`src/rtl/sar_pkg.sv`:
```
package sar_pkg;
  // widest bit index the strobe struct can carry (up to 16 bits)
  localparam int MAX_IDX_W = 4;

  typedef struct packed {
    logic                 decide;  // apply comparator verdict this edge
    logic [MAX_IDX_W-1:0] bitIdx;  // bit under trial
    logic                 latch;   // copy code into result latch
  } sarStrobe_t;
endpackage

```
`src/rtl/sar_ctrl.sv`:
```
module sar_ctrl
  import sar_pkg::*;
#(
  parameter int WIDTH        = 8,
  parameter int CLKS_PER_BIT = 2,
  parameter int HOLD_DELAY   = 3
) (
  input  logic       clk,
  input  logic       rstN,
  input  logic       startReq,
  input  logic       sampleMode,
  output sarStrobe_t strb,
  output logic       holdCtl,
  output logic       sampleStb,
  output logic       latchStb,
  output logic       done,
  output logic       busy
);
  localparam int SUB_W = (CLKS_PER_BIT > 1) ? $clog2(CLKS_PER_BIT) : 1;
  localparam int ACQ_W = (HOLD_DELAY > 1) ? $clog2(HOLD_DELAY) : 1;
  localparam logic [SUB_W-1:0] SUB_LAST = SUB_W'(CLKS_PER_BIT - 1);
  localparam logic [ACQ_W-1:0] ACQ_LAST = ACQ_W'(HOLD_DELAY - 1);
  localparam logic [MAX_IDX_W-1:0] TOP_IDX = MAX_IDX_W'(WIDTH - 1);

  typedef enum logic [1:0] {ST_IDLE, ST_ACQ, ST_BITS, ST_LATCH} seqState_t;

  seqState_t            state;
  logic [ACQ_W-1:0]     acqCnt;
  logic [SUB_W-1:0]     subCnt;
  logic [MAX_IDX_W-1:0] bitIdx;
  logic                 modeQ;
  logic                 holdQ;
  logic                 doneQ;

  always_ff @(posedge clk) begin
    if (!rstN) begin
      state  <= ST_IDLE;
      acqCnt <= '0;
      subCnt <= '0;
      bitIdx <= TOP_IDX;
      modeQ  <= 1'b0;
      holdQ  <= 1'b0;
      doneQ  <= 1'b0;
    end else begin
      unique case (state)
        ST_IDLE: begin
          if (startReq) begin
            state  <= ST_ACQ;
            acqCnt <= '0;
            modeQ  <= sampleMode;
            doneQ  <= 1'b0;
          end
        end
        ST_ACQ: begin
          if (acqCnt == ACQ_LAST) begin
            state  <= ST_BITS;
            subCnt <= '0;
            bitIdx <= TOP_IDX;
            holdQ  <= !modeQ;
          end else begin
            acqCnt <= acqCnt + 1'b1;
          end
        end
        ST_BITS: begin
          if (subCnt == SUB_LAST) begin
            subCnt <= '0;
            if (bitIdx == '0) state <= ST_LATCH;
            else              bitIdx <= bitIdx - 1'b1;
          end else begin
            subCnt <= subCnt + 1'b1;
          end
        end
        ST_LATCH: begin
          state <= ST_IDLE;
          holdQ <= 1'b0;
          doneQ <= 1'b1;
        end
        default: state <= ST_IDLE;
      endcase
    end
  end

  always_comb begin
    strb.decide = (state == ST_BITS) && (subCnt == SUB_LAST);
    strb.bitIdx = bitIdx;
    strb.latch  = (state == ST_LATCH);
  end

  assign holdCtl   = holdQ;
  assign sampleStb = modeQ && (state == ST_BITS) && (subCnt == '0);
  assign latchStb  = strb.latch;
  assign done      = doneQ;
  assign busy      = (state != ST_IDLE);


  mode_frozen_chk: assert property (@(posedge clk) disable iff (!rstN)
    ($past(busy) && busy) |-> $stable(modeQ));

  strobe_no_hold_chk: assert property (@(posedge clk) disable iff (!rstN)
    sampleStb |-> !holdCtl);

  done_after_latch_chk: assert property (@(posedge clk) disable iff (!rstN)
    $rose(doneQ) |-> $past(strb.latch));

  hold_only_busy_chk: assert property (@(posedge clk) disable iff (!rstN)
    holdCtl |-> busy);
endmodule

```
`src/rtl/sar_datapath.sv`:
```
module sar_datapath
  import sar_pkg::*;
#(
  parameter int WIDTH = 8
) (
  input  logic             clk,
  input  logic             rstN,
  input  sarStrobe_t       strb,
  input  logic             cmpHigh,
  output logic [WIDTH-1:0] trialCode,
  output logic [WIDTH-1:0] resultData
);
  localparam logic [WIDTH-1:0] HALF = WIDTH'(1) << (WIDTH - 1);

  logic [WIDTH-1:0] trialQ;
  logic [WIDTH-1:0] resultQ;

  for (genvar i = 0; i < WIDTH; i++) begin : g_bit
    localparam logic RST_VAL = (i == WIDTH - 1);
    always_ff @(posedge clk) begin
      if (!rstN || strb.latch) begin
        trialQ[i] <= RST_VAL;
      end else if (strb.decide) begin
        if (strb.bitIdx == MAX_IDX_W'(i))
          trialQ[i] <= cmpHigh;
        else if (strb.bitIdx == MAX_IDX_W'(i + 1))
          trialQ[i] <= 1'b1;
      end
    end
  end

  always_ff @(posedge clk) begin
    if (!rstN)           resultQ <= '0;
    else if (strb.latch) resultQ <= trialQ;
  end

  assign trialCode  = trialQ;
  assign resultData = resultQ;


  half_after_latch_chk: assert property (@(posedge clk) disable iff (!rstN)
    strb.latch |=> (trialQ == HALF));

  result_capture_chk: assert property (@(posedge clk) disable iff (!rstN)
    strb.latch |=> (resultQ == $past(trialQ)));

  result_hold_chk: assert property (@(posedge clk) disable iff (!rstN)
    !strb.latch |=> $stable(resultQ));
endmodule

```
`src/rtl/sar_sequencer.sv`:
```
module sar_sequencer
  import sar_pkg::*;
#(
  parameter int WIDTH        = 8,
  parameter int CLKS_PER_BIT = 2,
  parameter int HOLD_DELAY   = 3
) (
  input  logic             clk,
  input  logic             rstN,
  input  logic             startReq,
  input  logic             sampleMode,
  input  logic             cmpHigh,
  output logic [WIDTH-1:0] trialCode,
  output logic             holdCtl,
  output logic             sampleStb,
  output logic             latchStb,
  output logic [WIDTH-1:0] resultData,
  output logic             done,
  output logic             busy
);
  localparam logic [WIDTH-1:0] HALF = WIDTH'(1) << (WIDTH - 1);

  sarStrobe_t strb;

  sar_ctrl #(
    .WIDTH(WIDTH), .CLKS_PER_BIT(CLKS_PER_BIT), .HOLD_DELAY(HOLD_DELAY)
  ) u_ctrl (
    .clk(clk), .rstN(rstN), .startReq(startReq), .sampleMode(sampleMode),
    .strb(strb), .holdCtl(holdCtl), .sampleStb(sampleStb),
    .latchStb(latchStb), .done(done), .busy(busy)
  );

  sar_datapath #(.WIDTH(WIDTH)) u_dp (
    .clk(clk), .rstN(rstN), .strb(strb), .cmpHigh(cmpHigh),
    .trialCode(trialCode), .resultData(resultData)
  );


  idle_half_chk: assert property (@(posedge clk) disable iff (!rstN)
    !busy |-> (trialCode == HALF));

  done_not_busy_chk: assert property (@(posedge clk) disable iff (!rstN)
    done |-> !busy);
endmodule

```
`config.mk`:
```
export PLATFORM = sky130hd
export DESIGN_NAME = sar_sequencer
export DESIGN_NICKNAME = d
export VERILOG_FILES = /design/src/rtl/sar_pkg.sv /design/src/rtl/sar_ctrl.sv /design/src/rtl/sar_datapath.sv /design/src/rtl/sar_sequencer.sv
export SDC_FILE = /design/constraint.sdc
export NUM_CORES = 1
export LEC_CHECK = 0
export BUFFER_PORTS_ARGS = -buffer_cell sky130_fd_sc_hd__buf_2
export CAP_MARGIN = 20
export CORE_MARGIN = 4
export CORE_UTILIZATION = 30
export CTS_BUF_LIST = sky130_fd_sc_hd__clkbuf_8
export DETAILED_ROUTE_END_ITERATION = 16
export SETUP_SLACK_MARGIN = 0.1
export SLEW_MARGIN = 20
export SYNTH_ARGS = -nofsm -noshare
export SYNTH_HDL_FRONTEND = slang
export SYNTH_SLANG_ARGS = --single-unit
```
`constraint.sdc`:
```
create_clock -name clk -period 2.2 [get_ports clk]
set_clock_uncertainty 0.05 [all_clocks]
set_input_delay 0.22 -clock clk [delete_from_list [all_inputs] [get_ports clk]]
set_output_delay 0.22 -clock clk [all_outputs]
set_load 0.03 [all_outputs]
```
==> out/summary.txt <==
status: finished clean
H-tree depth: 1
leak pwr: 0.703 nW
synth unique cells: 38
I/O pin cnt: 26
Final Hold Viols: 0
Max-cap violations: 0
GPL Wtd Cong: 0.755
Netlist Area Pre-Place: 1450 um^2
Avg WL per Cell: 13.1 um
CTS tree: built
row count: 25
Fin Hold WS: 0.150 ns
Syn Area/Cell: 9.16 um^2
Core Box Area: 4690 um^2
met3 wire len: 147 um
Worst Reg-to-Reg Cells: 6
Crit Reg-Reg Startpoint: u_ctrl.bitIdx[0]
setup repair bufs after CTS: 0
synth top area cells: dfxtp_1, ha_1, mux2i_1
Syn Inst Count: 158
crit path time final: 1.96 ns
max incr delay on CP: 0.44 ns
worst slew pin tran: 0.462 ns
total CTS buffers: 3
largest net degree at the start of global routing: 19
Hold Buf Count CTS: 0
DIE WIDTH: 77.5 um
GRT overflow: 0
Filler cells: 485
via count: 1,179
WL met1: 1560 um
max layer used: met4
CTS max path bufs: 2
Hold Path Depth: 3
R2R Setup Slk: 0.24 ns
total detailed-routing wirelength: 3140 um
Starting Density: 30.9%
die area: 6000 um^2
Peak Freq: 509 MHz
hold path start: sampleMode
Slew Viols, Final: 0
Synth area leader: dfxtp_1
unrepaired setup endpoints after global routing: false
Pwr Density: 785 nW/um^2
EDFF count, synth: 0
yosys warns: 0
Diodes inserted: 0
commonest non-fill, non-tap cell in the layout: dfxtp_1
drt first-iter violations: 28
initial antenna violation count: 0
Worst VDD drop: 248 uV
clock-pin slew on the worst setup and hold paths: 0.10 ns
FF+latch count, synth: 28
vias in the first global route: 1,112
most frequent cells in the layout: dfxtp_1, buf_2, nor2b_1
critical path class: flop to flop
Buf/Inv on CP: 1
ANT nets after route: 0
Multi-input gate area: 837 um^2
Root Driver: clkbuf_8
Crit path required time: 2.36 ns
residual DRC count: 0
Synth Flop Type: dfxtp_1
layout cell share with drive strength beyond 1: 21.1%
RR Endpoint: u_ctrl.state[0]
sequential area share after synthesis: 38.7%
Via density: 4.93
Final setup violation count: 0
Setup TNS: 0 ns
area grow syn2layout: 17.8%
startpoint types: flop
PortBufs: 25
die height: 77.5 um
Max Fanout on Critical Path: 8
fin nets: 202
sequential cell area: 561 um^2
Hold Crit Class: input port to flop
Synth top area share: 38.7%
hpwl dp: 2360 um
Worst Hold End: u_ctrl.modeQ
slew margin rel.: 69.1%
period utilisation layout: 89.2%
clk sinks: 28
CP arrival: 2.13 ns
first-pass GRT wire length: 5460 um
Post-synth ARST share: 0%
All-Layer GR Usage: 11.1%
CP Capture Type: flop
Post-Syn Nets: 174
Largest delay share family, worst path: compound AO/OA/AOI/OAI gates
CP Cell Sequence: inv_1, ha_1, or3b_4, a2111oi_4, o211ai_1, o21ai_0
drt pass-1 iters: 4
Critical Path Slowest Stage Cell: or3b_4
Clock Latency Late Sink: 0.28 ns
WL met2: 1390 um
[worst register-to-register path: cells and delay by family (launching register included)]
| kind | cells | cell delay, ns |
|---|---|---|
| flip-flops | 1 | 0.37 |
| buffers and inverters | 1 | 0.10 |
| AO/OA/AOI/OAI | 3 | 0.64 |
| adder cells (fa/ha/maj) | 1 | 0.31 |
| AND/OR/NAND/NOR | 1 | 0.44 |
[worst max-delay path by stage]
stage / slack [ns] / end / from / cells after the start
final: 0.24 / u_ctrl.state[0] / u_ctrl.bitIdx[0] / 6
after global routing: 0.11 / u_ctrl.state[0] / u_ctrl.bitIdx[0] / 6
after CTS: 0.23 / u_ctrl.state[0] / u_ctrl.bitIdx[0] / 6
after detailed placement: 0.25 / u_ctrl.state[0] / u_ctrl.bitIdx[0] / 6
after global placement: 0.30 / u_ctrl.state[0] / u_ctrl.bitIdx[0] / 6
after floorplan: 0.43 / u_ctrl.bitIdx[3] / u_ctrl.state[0] / 6
[logic make-up after synthesis]
logic type / count (synthesis) / synth area share [%]
AND/OR/NAND/NOR: 55 / 21.9
AO/OA/AOI/OAI: 39 / 19.1
flip-flops: 28 / 38.7
buffers and inverters: 15 / 3.89
adder cells (fa/ha/maj): 11 / 9.51
multiplexers: 10 / 6.91
[cell usage after synthesis (2+ instances only)]
library cell	number
dfxtp_1	28
nor2b_1	15
ha_1	11
nand2_1	11
inv_1	10
mux2i_1	10
a21oi_1	9
nor2_1	7
o21ai_0	7
a211oi_1	6
clkbuf_1	5
a21boi_0	3
nand2b_1	3
nand3_1	3
o22ai_1	3
or2_2	3
and2_1	2
o21a_1	2
[state kept, by name, summed over array words and instances, names as in the netlist]
name,cells
u_ctrl.modeQ,1
u_ctrl.acqCnt,2
u_ctrl.done,1
u_ctrl.subCnt,1
u_ctrl.holdCtl,1
u_dp.trialCode,8
u_ctrl.state,2
u_dp.resultData,8
u_ctrl.bitIdx,4
[layer usage]
layer | vias to the layer above | global-route usage, %
met5 | - | 0
met4 | 0 | 4.63
met3 | 4 | 2.32
met2 | 26 | 17.8
met1 | 536 | 14.5
li1 | 613 | -
[layout make-up]
type	instances	area share (%)
Clock buffer	4	3.23
Inverter	10	2.20
Timing Repair Buffer	28	8.66
Sequential cell	28	32.9
Tap cell	54	3.96
Multi-Input combinational cell	115	49.1
[what timing repair did]
action	4_1_cts	5_1_grt
setup endpoints to repair	0	2
hold endpoints to repair	0	0
gates resized for setup	0	1
[metrics by stage]
| step | utilization [%] | instances | power, W | worst slack (ns) | instance area (um^2) |
|---|---|---|---|---|---|
| after floorplan | - | 158 | 0.000915 | 0.427 | 1450 |
| after global placement | 35.0 | 235 | 0.00102 | 0.297 | 1640 |
| after detailed placement | 35.0 | 235 | 0.00103 | 0.247 | 1640 |
| after CTS | 36.2 | 239 | 0.00135 | 0.232 | 1700 |
| after global routing | 36.3 | 239 | 0.00142 | 0.107 | 1710 |
| final | 36.3 | 239 | 0.00134 | 0.237 | 1710 |
[power breakdown]
group / leakage (nW) / total [W] / internal (W) / switching [W]
clock network: 0.0288 / 0.000318 / 0.000160 / 0.000158
registers: 0.226 / 0.000566 / 0.000536 / 0.0000300
logic: 0.448 / 0.000455 / 0.000178 / 0.000277
No activity file was read; power rests on OpenSTA's default activity.
